<file path="src/rtl/xdiv_pkg.sv">
package xdiv_pkg;
  typedef enum logic [1:0] {
    XD_IDLE  = 2'd0,
    XD_RUN   = 2'd1,
    XD_DONE  = 2'd2,
    XD_FAULT = 2'd3
  } xdiv_state_e;

  typedef struct packed {
    logic n;
    logic z;
    logic v;
    logic c;
  } xdiv_icc_t;
endpackage

</file>
<file path="src/rtl/xdiv_prep.sv">
module xdiv_prep #(
  parameter int DW = 32
) (
  input  logic [DW-1:0]   hi_i,
  input  logic [DW-1:0]   lo_i,
  input  logic [DW-1:0]   dvs_i,
  input  logic            sgn_i,
  output logic [2*DW-1:0] dvd_mag_o,
  output logic [DW-1:0]   dvs_mag_o,
  output logic            q_neg_o,
  output logic            dvs_zero_o
);
  localparam int LW = 2 * DW;

  logic [LW-1:0] dvd;
  logic          dvd_neg;
  logic          dvs_neg;

  always_comb begin
    dvd        = {hi_i, lo_i};
    dvd_neg    = sgn_i & dvd[LW-1];
    dvs_neg    = sgn_i & dvs_i[DW-1];
    dvd_mag_o  = dvd_neg ? (~dvd + 1'b1) : dvd;
    dvs_mag_o  = dvs_neg ? (~dvs_i + 1'b1) : dvs_i;
    q_neg_o    = dvd_neg ^ dvs_neg;
    dvs_zero_o = (dvs_i == '0);
  end
endmodule

</file>
<file path="src/rtl/xdiv_core.sv">
module xdiv_core #(
  parameter int DW = 32
) (
  input  logic            clk,
  input  logic            rst_n,
  input  logic            load_i,
  input  logic [2*DW-1:0] dvd_i,
  input  logic [DW-1:0]   dvs_i,
  output logic [2*DW-1:0] quo_o,
  output logic            last_o
);
  localparam int LW = 2 * DW;
  localparam int CW = $clog2(LW + 1);

  logic [DW:0]   rem_q, rem_d;
  logic [LW-1:0] shr_q, shr_d;
  logic [DW-1:0] dvs_q, dvs_d;
  logic [CW-1:0] cnt_q, cnt_d;
  logic [DW:0]   trial;
  logic          ge;
  logic          en;

  always_comb begin
    trial = {rem_q[DW-1:0], shr_q[LW-1]};
    ge    = (trial >= {1'b0, dvs_q});
    en    = load_i | (cnt_q != '0);
    rem_d = rem_q;
    shr_d = shr_q;
    dvs_d = dvs_q;
    cnt_d = cnt_q;
    if (load_i) begin
      rem_d = '0;
      shr_d = dvd_i;
      dvs_d = dvs_i;
      cnt_d = CW'(LW);
    end else if (cnt_q != '0) begin
      rem_d = ge ? (trial - {1'b0, dvs_q}) : trial;
      shr_d = {shr_q[LW-2:0], ge};
      cnt_d = cnt_q - 1'b1;
    end
  end

  always_ff @(posedge clk or negedge rst_n) begin
    if (!rst_n) begin
      rem_q <= '0;
      shr_q <= '0;
      dvs_q <= '0;
      cnt_q <= '0;
    end else if (en) begin
      rem_q <= rem_d;
      shr_q <= shr_d;
      dvs_q <= dvs_d;
      cnt_q <= cnt_d;
    end
  end

  assign quo_o  = shr_q;
  assign last_o = (cnt_q == CW'(1));
endmodule

</file>
<file path="src/rtl/xdiv_post.sv">
module xdiv_post
  import xdiv_pkg::*;
#(
  parameter int DW = 32
) (
  input  logic [2*DW-1:0] quo_mag_i,
  input  logic            q_neg_i,
  input  logic            sgn_i,
  output logic [2*DW-1:0] res_o,
  output xdiv_icc_t       icc_o
);
  localparam int LW = 2 * DW;
  localparam logic [LW-1:0] U_MAX = {{DW{1'b0}}, {DW{1'b1}}};
  localparam logic [LW-1:0] S_MAX = {{(DW+1){1'b0}}, {(DW-1){1'b1}}};
  localparam logic [LW-1:0] S_MIN = {{(DW+1){1'b1}}, {(DW-1){1'b0}}};

  logic          u_over;
  logic          p_over;
  logic          n_over;
  logic          sat;
  logic [LW-1:0] signed_val;

  always_comb begin
    u_over     = |quo_mag_i[LW-1:DW];
    p_over     = |quo_mag_i[LW-1:DW-1];
    n_over     = u_over | (quo_mag_i[DW-1] & (|quo_mag_i[DW-2:0]));
    signed_val = q_neg_i ? (~quo_mag_i + 1'b1) : quo_mag_i;
    if (!sgn_i) begin
      sat   = u_over;
      res_o = u_over ? U_MAX : quo_mag_i;
    end else if (q_neg_i) begin
      sat   = n_over;
      res_o = n_over ? S_MIN : signed_val;
    end else begin
      sat   = p_over;
      res_o = p_over ? S_MAX : signed_val;
    end
    icc_o.n = res_o[DW-1];
    icc_o.z = (res_o[DW-1:0] == '0);
    icc_o.v = sat;
    icc_o.c = 1'b0;
  end
endmodule

</file>
<file path="src/rtl/xdiv_unit.sv">
module xdiv_unit
  import xdiv_pkg::*;
#(
  parameter int DW = 32
) (
  input  logic            clk,
  input  logic            rst_n,
  input  logic            start_i,
  input  logic            sgn_i,
  input  logic            cc_en_i,
  input  logic [DW-1:0]   hi_word_i,
  input  logic [2*DW-1:0] src1_i,
  input  logic [DW-1:0]   divisor_i,
  output logic            busy_o,
  output logic            done_o,
  output logic [2*DW-1:0] result_o,
  output logic            dz_fault_o,
  output logic [3:0]      icc_o
);
  localparam int LW = 2 * DW;

  xdiv_state_e   state_q, state_d;
  logic          sgn_q, cc_q, neg_q;
  logic          accept, load;
  logic [LW-1:0] dvd_mag;
  logic [DW-1:0] dvs_mag;
  logic          q_neg, dvs_zero;
  logic [LW-1:0] quo;
  logic          last;
  logic [LW-1:0] post_res;
  xdiv_icc_t     post_icc;

  xdiv_prep #(.DW(DW)) u_prep (
    .hi_i       (hi_word_i),
    .lo_i       (src1_i[DW-1:0]),
    .dvs_i      (divisor_i),
    .sgn_i      (sgn_i),
    .dvd_mag_o  (dvd_mag),
    .dvs_mag_o  (dvs_mag),
    .q_neg_o    (q_neg),
    .dvs_zero_o (dvs_zero)
  );

  xdiv_core #(.DW(DW)) u_core (
    .clk    (clk),
    .rst_n  (rst_n),
    .load_i (load),
    .dvd_i  (dvd_mag),
    .dvs_i  (dvs_mag),
    .quo_o  (quo),
    .last_o (last)
  );

  xdiv_post #(.DW(DW)) u_post (
    .quo_mag_i (quo),
    .q_neg_i   (neg_q),
    .sgn_i     (sgn_q),
    .res_o     (post_res),
    .icc_o     (post_icc)
  );

  always_comb begin
    accept  = start_i & (state_q != XD_RUN);
    load    = accept & ~dvs_zero;
    state_d = state_q;
    case (state_q)
      XD_RUN:  if (last) state_d = XD_DONE;
      default: state_d = XD_IDLE;
    endcase
    if (accept) state_d = dvs_zero ? XD_FAULT : XD_RUN;
  end

  always_ff @(posedge clk or negedge rst_n) begin
    if (!rst_n) begin
      state_q <= XD_IDLE;
    end else begin
      state_q <= state_d;
    end
  end

  always_ff @(posedge clk or negedge rst_n) begin
    if (!rst_n) begin
      sgn_q <= 1'b0;
      cc_q  <= 1'b0;
      neg_q <= 1'b0;
    end else if (load) begin
      sgn_q <= sgn_i;
      cc_q  <= cc_en_i;
      neg_q <= q_neg;
    end
  end

  always_comb begin
    busy_o     = (state_q == XD_RUN);
    done_o     = (state_q == XD_DONE);
    dz_fault_o = (state_q == XD_FAULT);
    result_o   = done_o ? post_res : '0;
    icc_o      = (done_o && cc_q) ? post_icc : 4'b0000;
  end
endmodule

</file>
<file path="config.mk">
export PLATFORM = sky130hd
export DESIGN_NAME = xdiv_unit
export DESIGN_NICKNAME = d
export VERILOG_FILES = /design/src/rtl/xdiv_pkg.sv /design/src/rtl/xdiv_prep.sv /design/src/rtl/xdiv_core.sv /design/src/rtl/xdiv_post.sv /design/src/rtl/xdiv_unit.sv
export SDC_FILE = /design/constraint.sdc
export NUM_CORES = 1
export LEC_CHECK = 0
export BUFFER_PORTS_ARGS = -buffer_cell sky130_fd_sc_hd__buf_2
export CAP_MARGIN = 20
export CORE_MARGIN = 2
export CORE_UTILIZATION = 58
export CTS_CLUSTER_DIAMETER = 150
export CTS_CLUSTER_SIZE = 40
export DETAILED_ROUTE_END_ITERATION = 7
export MAX_ROUTING_LAYER = met4
export PLACE_DENSITY = 0.8
export SLEW_MARGIN = 20
export SYNTH_ARGS = -nofsm -noshare
export SYNTH_HDL_FRONTEND = slang
export SYNTH_SLANG_ARGS = --single-unit
export TNS_END_PERCENT = 5
</file>
<file path="constraint.sdc">
create_clock -name clk -period 4.5 [get_ports clk]
set_input_delay 0.9 -clock clk [delete_from_list [all_inputs] [get_ports clk]]
set_output_delay 0.9 -clock clk [all_outputs]
set_load 0.05 [all_outputs]
</file>
; ---- Word level (Yosys, flattened, before mapping)
; Cells that the tools add are included.
[word_totals]
mem_bits_rw = 0
rom_bits = 0
latchBits = 0
reg_bits = 140
mem_count = 0
inputBits = 133
[op_classes]
addsub = 5
n_lt_le_gt_ge = 1
bitwise_logic = 12
n_shift = 0
div_mod_pow = 0
mux = 23
n_mul = 0
reduce_logical = 10
eq_ne = 6
[op_table]
columns = cell, n
row1 = 2-to-1 mux 64 bit, 10
row2 = adder 64 x 1 -> 64 bit (second input constant), 2
row3 = 2-to-1 mux 32 bit, 4
row4 = NOT 64 bit, 2
row5 = zero test 32 bit, 2
row6 = >= comparator 33 x 32 -> 1 bit, 1
row7 = OR reduction 33 bit, 1
row8 = adder 32 x 1 -> 32 bit (second input constant), 1
row9 = NOT 32 bit, 1
row10 = OR reduction 32 bit, 1
row11 = subtractor 32 bit, 1
row12 = OR reduction 31 bit, 1
row13 = 2-to-1 mux 7 bit, 2
row14 = 2-to-1 mux 2 bit, 4
row15 = == test 7 x 1 -> 1 bit (second input constant), 1
row16 = nonzero test 7 bit, 1
row17 = subtractor 7 x 1 -> 7 bit (second input constant), 1
row18 = AND 1 bit, 5
row19 = == test 2 bit (second input constant), 2
row20 = 2-to-1 mux 4 bit, 1
row21 = AND reduction 2 bit, 2
row22 = inequality test 3 x 1 -> 1 bit (second input constant), 1
row23 = == test 2 x 1 -> 1 bit (second input constant), 1
row24 = 2-to-1 mux 1 bit, 2
row25 = other kinds (6), 7

; ---- Longest topological paths before layout
[logic_depth]
word_depth = 8
depth_mapped = 14

; ---- Hierarchy
; A second synthesis with hierarchy kept.
[hier_totals]
hier_cells = 1653
hier_area_um2 = 12827.3
[modules_own_cells]
columns = mod, cells_per_inst, seq_area_each_um2, area_per_inst_um2, instances
row1 = xdiv_core, 877, 3378.2, 7957.6, 1
row2 = xdiv_prep, 345, 0.0, 2178.3, 1
row3 = xdiv_post, 339, 0.0, 1974.4, 1
row4 = xdiv_unit, 92, 125.1, 716.9, 1

; ---- Least setup slack after synthesis
; Ideal clock, no wire load.
[synth_timing]
path_type = register -> output
startpoint = register u_core.shr_q[0], in the netlist u_core.quo_o[0]
endpoint = output icc_o[2]
slack_ns = -0.794
path_stages_with_launch = 12
n_path_buf = 0
required_ns = 3.600
arrival_time_ns = 4.394
path_cell_list = dfrtp_1 > inv_1 > ha_1 > or4b_2 > nor4_2 > nand3_1 > nor2_1 > nor2_1 > o41ai_1 > nand3_1 > or4_1 > nor4_1
[synth_via]
elab_chain_cells = 8
word_cells_on_any_way = 13
classes_between = add/sub: 1 / mux: 7 / bitwise: 3 / reduce/logical: 2
[synth_rtl]
columns = element, line
row1 = start: declaration, xdiv_core.sv:16  ; logic [LW-1:0] shr_q, shr_d;
row2 = start signal: assignment, xdiv_core.sv:51  ; shr_q <= shr_d;
row3 = NOT 64 bit or OR reduction 31 bit (tied branches), "xdiv_post.sv:27, xdiv_post.sv:26"
row4 = adder 64 x 1 -> 64 bit or AND 1 bit (tied branches), "xdiv_post.sv:27, xdiv_post.sv:26"
row5 = 2-to-1 mux 64 bit or OR 1 bit (tied branches), "xdiv_post.sv:27, xdiv_post.sv:26"
row6 = "2-to-1 mux 64 bit, on equally long branches", "xdiv_post.sv:36, xdiv_post.sv:33"
row7 = 2-to-1 mux 64 bit, xdiv_post.sv:31  ; end else if (q_neg_i) begin
row8 = 2-to-1 mux 64 bit *, xdiv_post.sv:28  ; if (!sgn_i) begin
row9 = zero test 32 bit *, xdiv_post.sv:39  ; icc_o.z = (res_o[DW-1:0] == '0);
row10 = 2-to-1 mux 4 bit *, xdiv_unit.sv:98  ; icc_o = (done_o && cc_q) ? post_icc : 4'b0000;
row11 = end: declaration, xdiv_unit.sv:18  ; output logic [3:0] icc_o
; Every way passes the cells marked *; elsewhere a longest branch is shown, timed or not.

; ---- Final worst setup path
; Ends and elaborated chain as after synthesis.

==> insert_results.sql <==
INSERT INTO impl_metrics (metric_group, metric, value, unit) VALUES
('outcome', 'run_status', 'finished, violations left', ''),
('outcome', 'violations_in_the_final_reports', 'setup timing', ''),
('route', 'dr_total_vias', '12700', ''),
('clocking', 'num_cts_buffers', '17', ''),
('finish', 'layout_commonest_cell', 'sky130_fd_sc_hd__nand2_1', ''),
('clocking', 'clockBufferDepth', '2', ''),
('clocking', 'clkLatencyLatePin', '430', 'ps'),
('critical_path', 'crit_family', 'simple AND/OR/NAND/NOR gates', ''),
('timing', 'finalHoldViolations', '0', ''),
('yosys', 'synth.net_count', '1766', ''),
('floorplan', 'chipHeight', '146', 'um'),
('yosys', 'syn_avg_cell_area', '7.31', 'um^2'),
('global_routing', 'overflow', '0', ''),
('placement', 'globalplace.congestion', '1.01', ''),
('finish', 'final_layout_size_suffix_gt1_frac', '0.196', ''),
('global_routing', 'first_pass_grt_wire_length', '59.5', 'mm'),
('finish', 'layout_common_cells', 'sky130_fd_sc_hd__nand2_1, sky130_fd_sc_hd__nor2_1, sky130_fd_sc_hd__buf_2', ''),
('clocking', 'numClockSinks', '140', ''),
('yosys', 'synth_cell_types', '74', ''),
('critical_path', 'critical_path.endpoint_type', 'output port', ''),
('yosys', 'synth-edff-count', '0', ''),
('clocking', 'tritoncts', 'yes', ''),
('critical_path', 'critical_path.n_buffers_inverters', '3', ''),
('yosys', 'ys_seq_elements', '140', ''),
('global_routing', 'grt_max_degree', '92', ''),
('yosys', 'ys_seq_area_frac', '0.300', ''),
('route', 'detail_route.wirelength', '36.7', 'mm'),
('timing', 'post-route-period-util', '1.02', ''),
('critical_path', 'reg2reg_setup_slack', '760', 'ps'),
('finish', 'area_of_combinational_cells_with_multiple_inputs', '7820', 'um^2'),
('route', 'firstDrtPassIters', '6', ''),
('floorplan', 'floorplan.die_area', '21300', 'um^2'),
('clocking', 'postCtsHoldBufs', '0', ''),
('timing', 'fmax', '0.219', 'GHz'),
('timing', 'setup_total_negative_slack', '-78.8', 'ps'),
('critical_path', 'critical-path-max-stage-delay', '410', 'ps'),
('critical_path', 'setup.worst_path.class', 'flop to output port', ''),
('yosys', 'netlist_area', '11700', 'um^2'),
('clocking', 'clk_pin_slew', '60', 'ps'),
('timing', 'slew_at_the_pin_with_the_worst_max_slew_slack', '972', 'ps'),
('finish', 'seqCellArea', '3500', 'um^2'),
('finish', 'relative_area_change_from_synthesis_to_final_layout', '20.9', '%'),
('global_routing', 'antenna_found_initial', '2', ''),
('route', 'dr.first_iter.drc_count', '1196', ''),
('timing', 'final-max-slew-violation-count', '0', ''),
('route', 'routed_via_density', '6.21', ''),
('critical_path', 'critPathRequiredTime', '3600', 'ps'),
('critical_path', 'worst_ep_arrival', '3670', 'ps'),
('finish', 'n_fill_cell', '1630', ''),
('power_and_ir_drop', 'cellLeakagePower', '0.00633', 'uW'),
('yosys', 'syn_inst_count', '1595', ''),
('power_and_ir_drop', 'power_total', '9810', 'uW'),
('critical_path', 'critPathMostFrequentCell', 'sky130_fd_sc_hd__nor4_4', ''),
('route', 'post_drt_wl_per_cell', '17.9', 'um'),
('global_routing', 'first_global_vias', '11900', ''),
('floorplan', 'floorplan.initialDensity', '0.595', ''),
('placement', 'portBuffers', '170', ''),
('floorplan', 'die-width', '146', 'um'),
('timing', 'hold_slack', '488', 'ps'),
('power_and_ir_drop', 'power_density', '696', 'nW/um^2'),
('finish', 'num-nets-final', '1944', ''),
('floorplan', 'core_area', '19600', 'um^2'),
('yosys', 'synth_async_sr_flop_share', '1.00', ''),
('timing', 'timing.final.ws_setup', '-72.2', 'ps'),
('critical_path', 'crit_path_start_kind', 'flop', ''),
('timing', 'maxSlewHeadroom', '0.351', ''),
('timing', 'number_of_setup_violations_in_the_final_report', '2', ''),
('floorplan', 'rows', '51', ''),
('critical_path', 'cp_cell_sequence', 'inv_2 -> ha_4 -> or4b_4 -> nor4_4 -> buf_4 -> a41oi_2 -> nor2_1 -> a21o_1 -> a221o_1 -> nor4_2 -> nand4_1 -> nor4_4 -> buf_6', ''),
('critical_path', 'slowest_stage', 'sky130_fd_sc_hd__a221o_1', ''),
('min_path', 'worst_hold_check_path_type', 'flop to flop', '');
Yosys cell counts, types with 13 or more instances:
library cell               instances  area [um^2]
sky130_fd_sc_hd__nand2_1         285         1070
sky130_fd_sc_hd__nor2_1          172          646
sky130_fd_sc_hd__dfrtp_1         140         3500
sky130_fd_sc_hd__o21ai_0         124          621
sky130_fd_sc_hd__clkbuf_1         91          342
sky130_fd_sc_hd__a21oi_1          90          450
sky130_fd_sc_hd__a31oi_1          79          494
sky130_fd_sc_hd__nor3_1           71          355
sky130_fd_sc_hd__xnor2_1          58          508
sky130_fd_sc_hd__xor2_1           58          508
sky130_fd_sc_hd__inv_1            54          203
sky130_fd_sc_hd__ha_1             37          463
sky130_fd_sc_hd__nor4_1           26          163
sky130_fd_sc_hd__o31ai_1          25          188
sky130_fd_sc_hd__and3_1           23          144
sky130_fd_sc_hd__nand3_1          20          100
sky130_fd_sc_hd__nand4_1          19          119
sky130_fd_sc_hd__and2_1           16          100
sky130_fd_sc_hd__or3_1            16          100
sky130_fd_sc_hd__or4_1            14          105
sky130_fd_sc_hd__a21o_1           13         97.6
sky130_fd_sc_hd__nand2b_1         13         81.3
sky130_fd_sc_hd__nor2b_1          13         81.3
logic make-up (layout without fill, tap and decap cells):
family                   Yosys count  after routing  share of synthesized area
AND/OR/NAND/NOR                  724            725                      0.293
multiplexers                       2              2                    0.00172
XOR/XNOR                         116            116                     0.0871
other                              1              3                   0.000322
AO/OA/AOI/OAI                    420            420                      0.224
adder cells (fa/ha/maj)           38             38                     0.0414
flip-flops                       140            140                      0.300
buffers and inverters            154            343                     0.0513
state kept, by name, indices dropped and copies added (netlist names):
| name | cells |
|---|---|
| sgn_q | 1 |
| neg_q | 1 |
| cc_q | 1 |
| u_core.dvs_q | 32 |
| u_core.quo_o | 64 |
| state_q | 2 |
| u_core.rem_q | 32 |
| u_core.cnt_q | 7 |
power breakdown:
| group | switching (uW) | leakage, uW | internal (uW) |
|---|---|---|---|
| clock | 586 | 0.000307 | 1000 |
| sequential | 533 | 0.00164 | 1950 |
| combinational | 3370 | 0.00438 | 2370 |
| total | 4490 | 0.00633 | 5330 |
area by class of cell:
cell class	instances	area share
timing repair buffer	258	0.112
inverter	54	0.0144
antenna	2	0.000355
sequential	140	0.249
clock buffer	19	0.0314
tap	265	0.0235
multi-input combinational	1302	0.555
clock inverter	12	0.0147
through the flow:
step            util  cells  instance area (um^2)  setup slack, ps
2_1_floorplan      -   1595                 11700             31.3
3_3_place_gp   0.672   2012                 13200             38.7
3_5_place_dp   0.672   2012                 13200            -30.7
4_1_cts        0.714   2047                 14000            -25.9
5_1_grt        0.720   2052                 14100             -200
6_report       0.720   2052                 14100            -72.2
worst paths after layout:
path | start | endpoint | cells past startpoint
setup / recovery | u_core.quo_o[0] | icc_o[2] | 13
hold / removal | u_core.dvs_q[0] | u_core.dvs_q[0] | 2
setup reg to reg | u_core.rem_q[7] | u_core.rem_q[25] | 10
hold reg to reg | u_core.dvs_q[0] | u_core.dvs_q[0] | 2
max in group asynchronous | rst_n | u_core.quo_o[34] | 2
min in group asynchronous | rst_n | u_core.dvs_q[24] | 1
layer usage:
| metal | wire [um] | global-route usage | part of all wire |
|---|---|---|---|
| met1 | 15800 | 0.469 | 0.43 |
| met2 | 16600 | 0.548 | 0.45 |
| met3 | 3210 | 0.0524 | 0.087 |
| met4 | 1020 | 0.110 | 0.028 |
| met5 | 0 | - | 0 |
timing repair:
item,CTS,global route
pin swaps,12,11
gates resized for setup,27,12
setup buffers,3,2
endpoints found under the setup margin,53,17
gates cloned,1,0
worst register-to-register path, delay by kind of cell (launching register included):
kind	cells	cell delay [ps]
AOI/OAI and AO/OA	5	1630
and+or+nand+nor	4	1200
adders and majority gates	1	420
DFF	1	410
No activity file was read; power rests on OpenSTA's default activity.
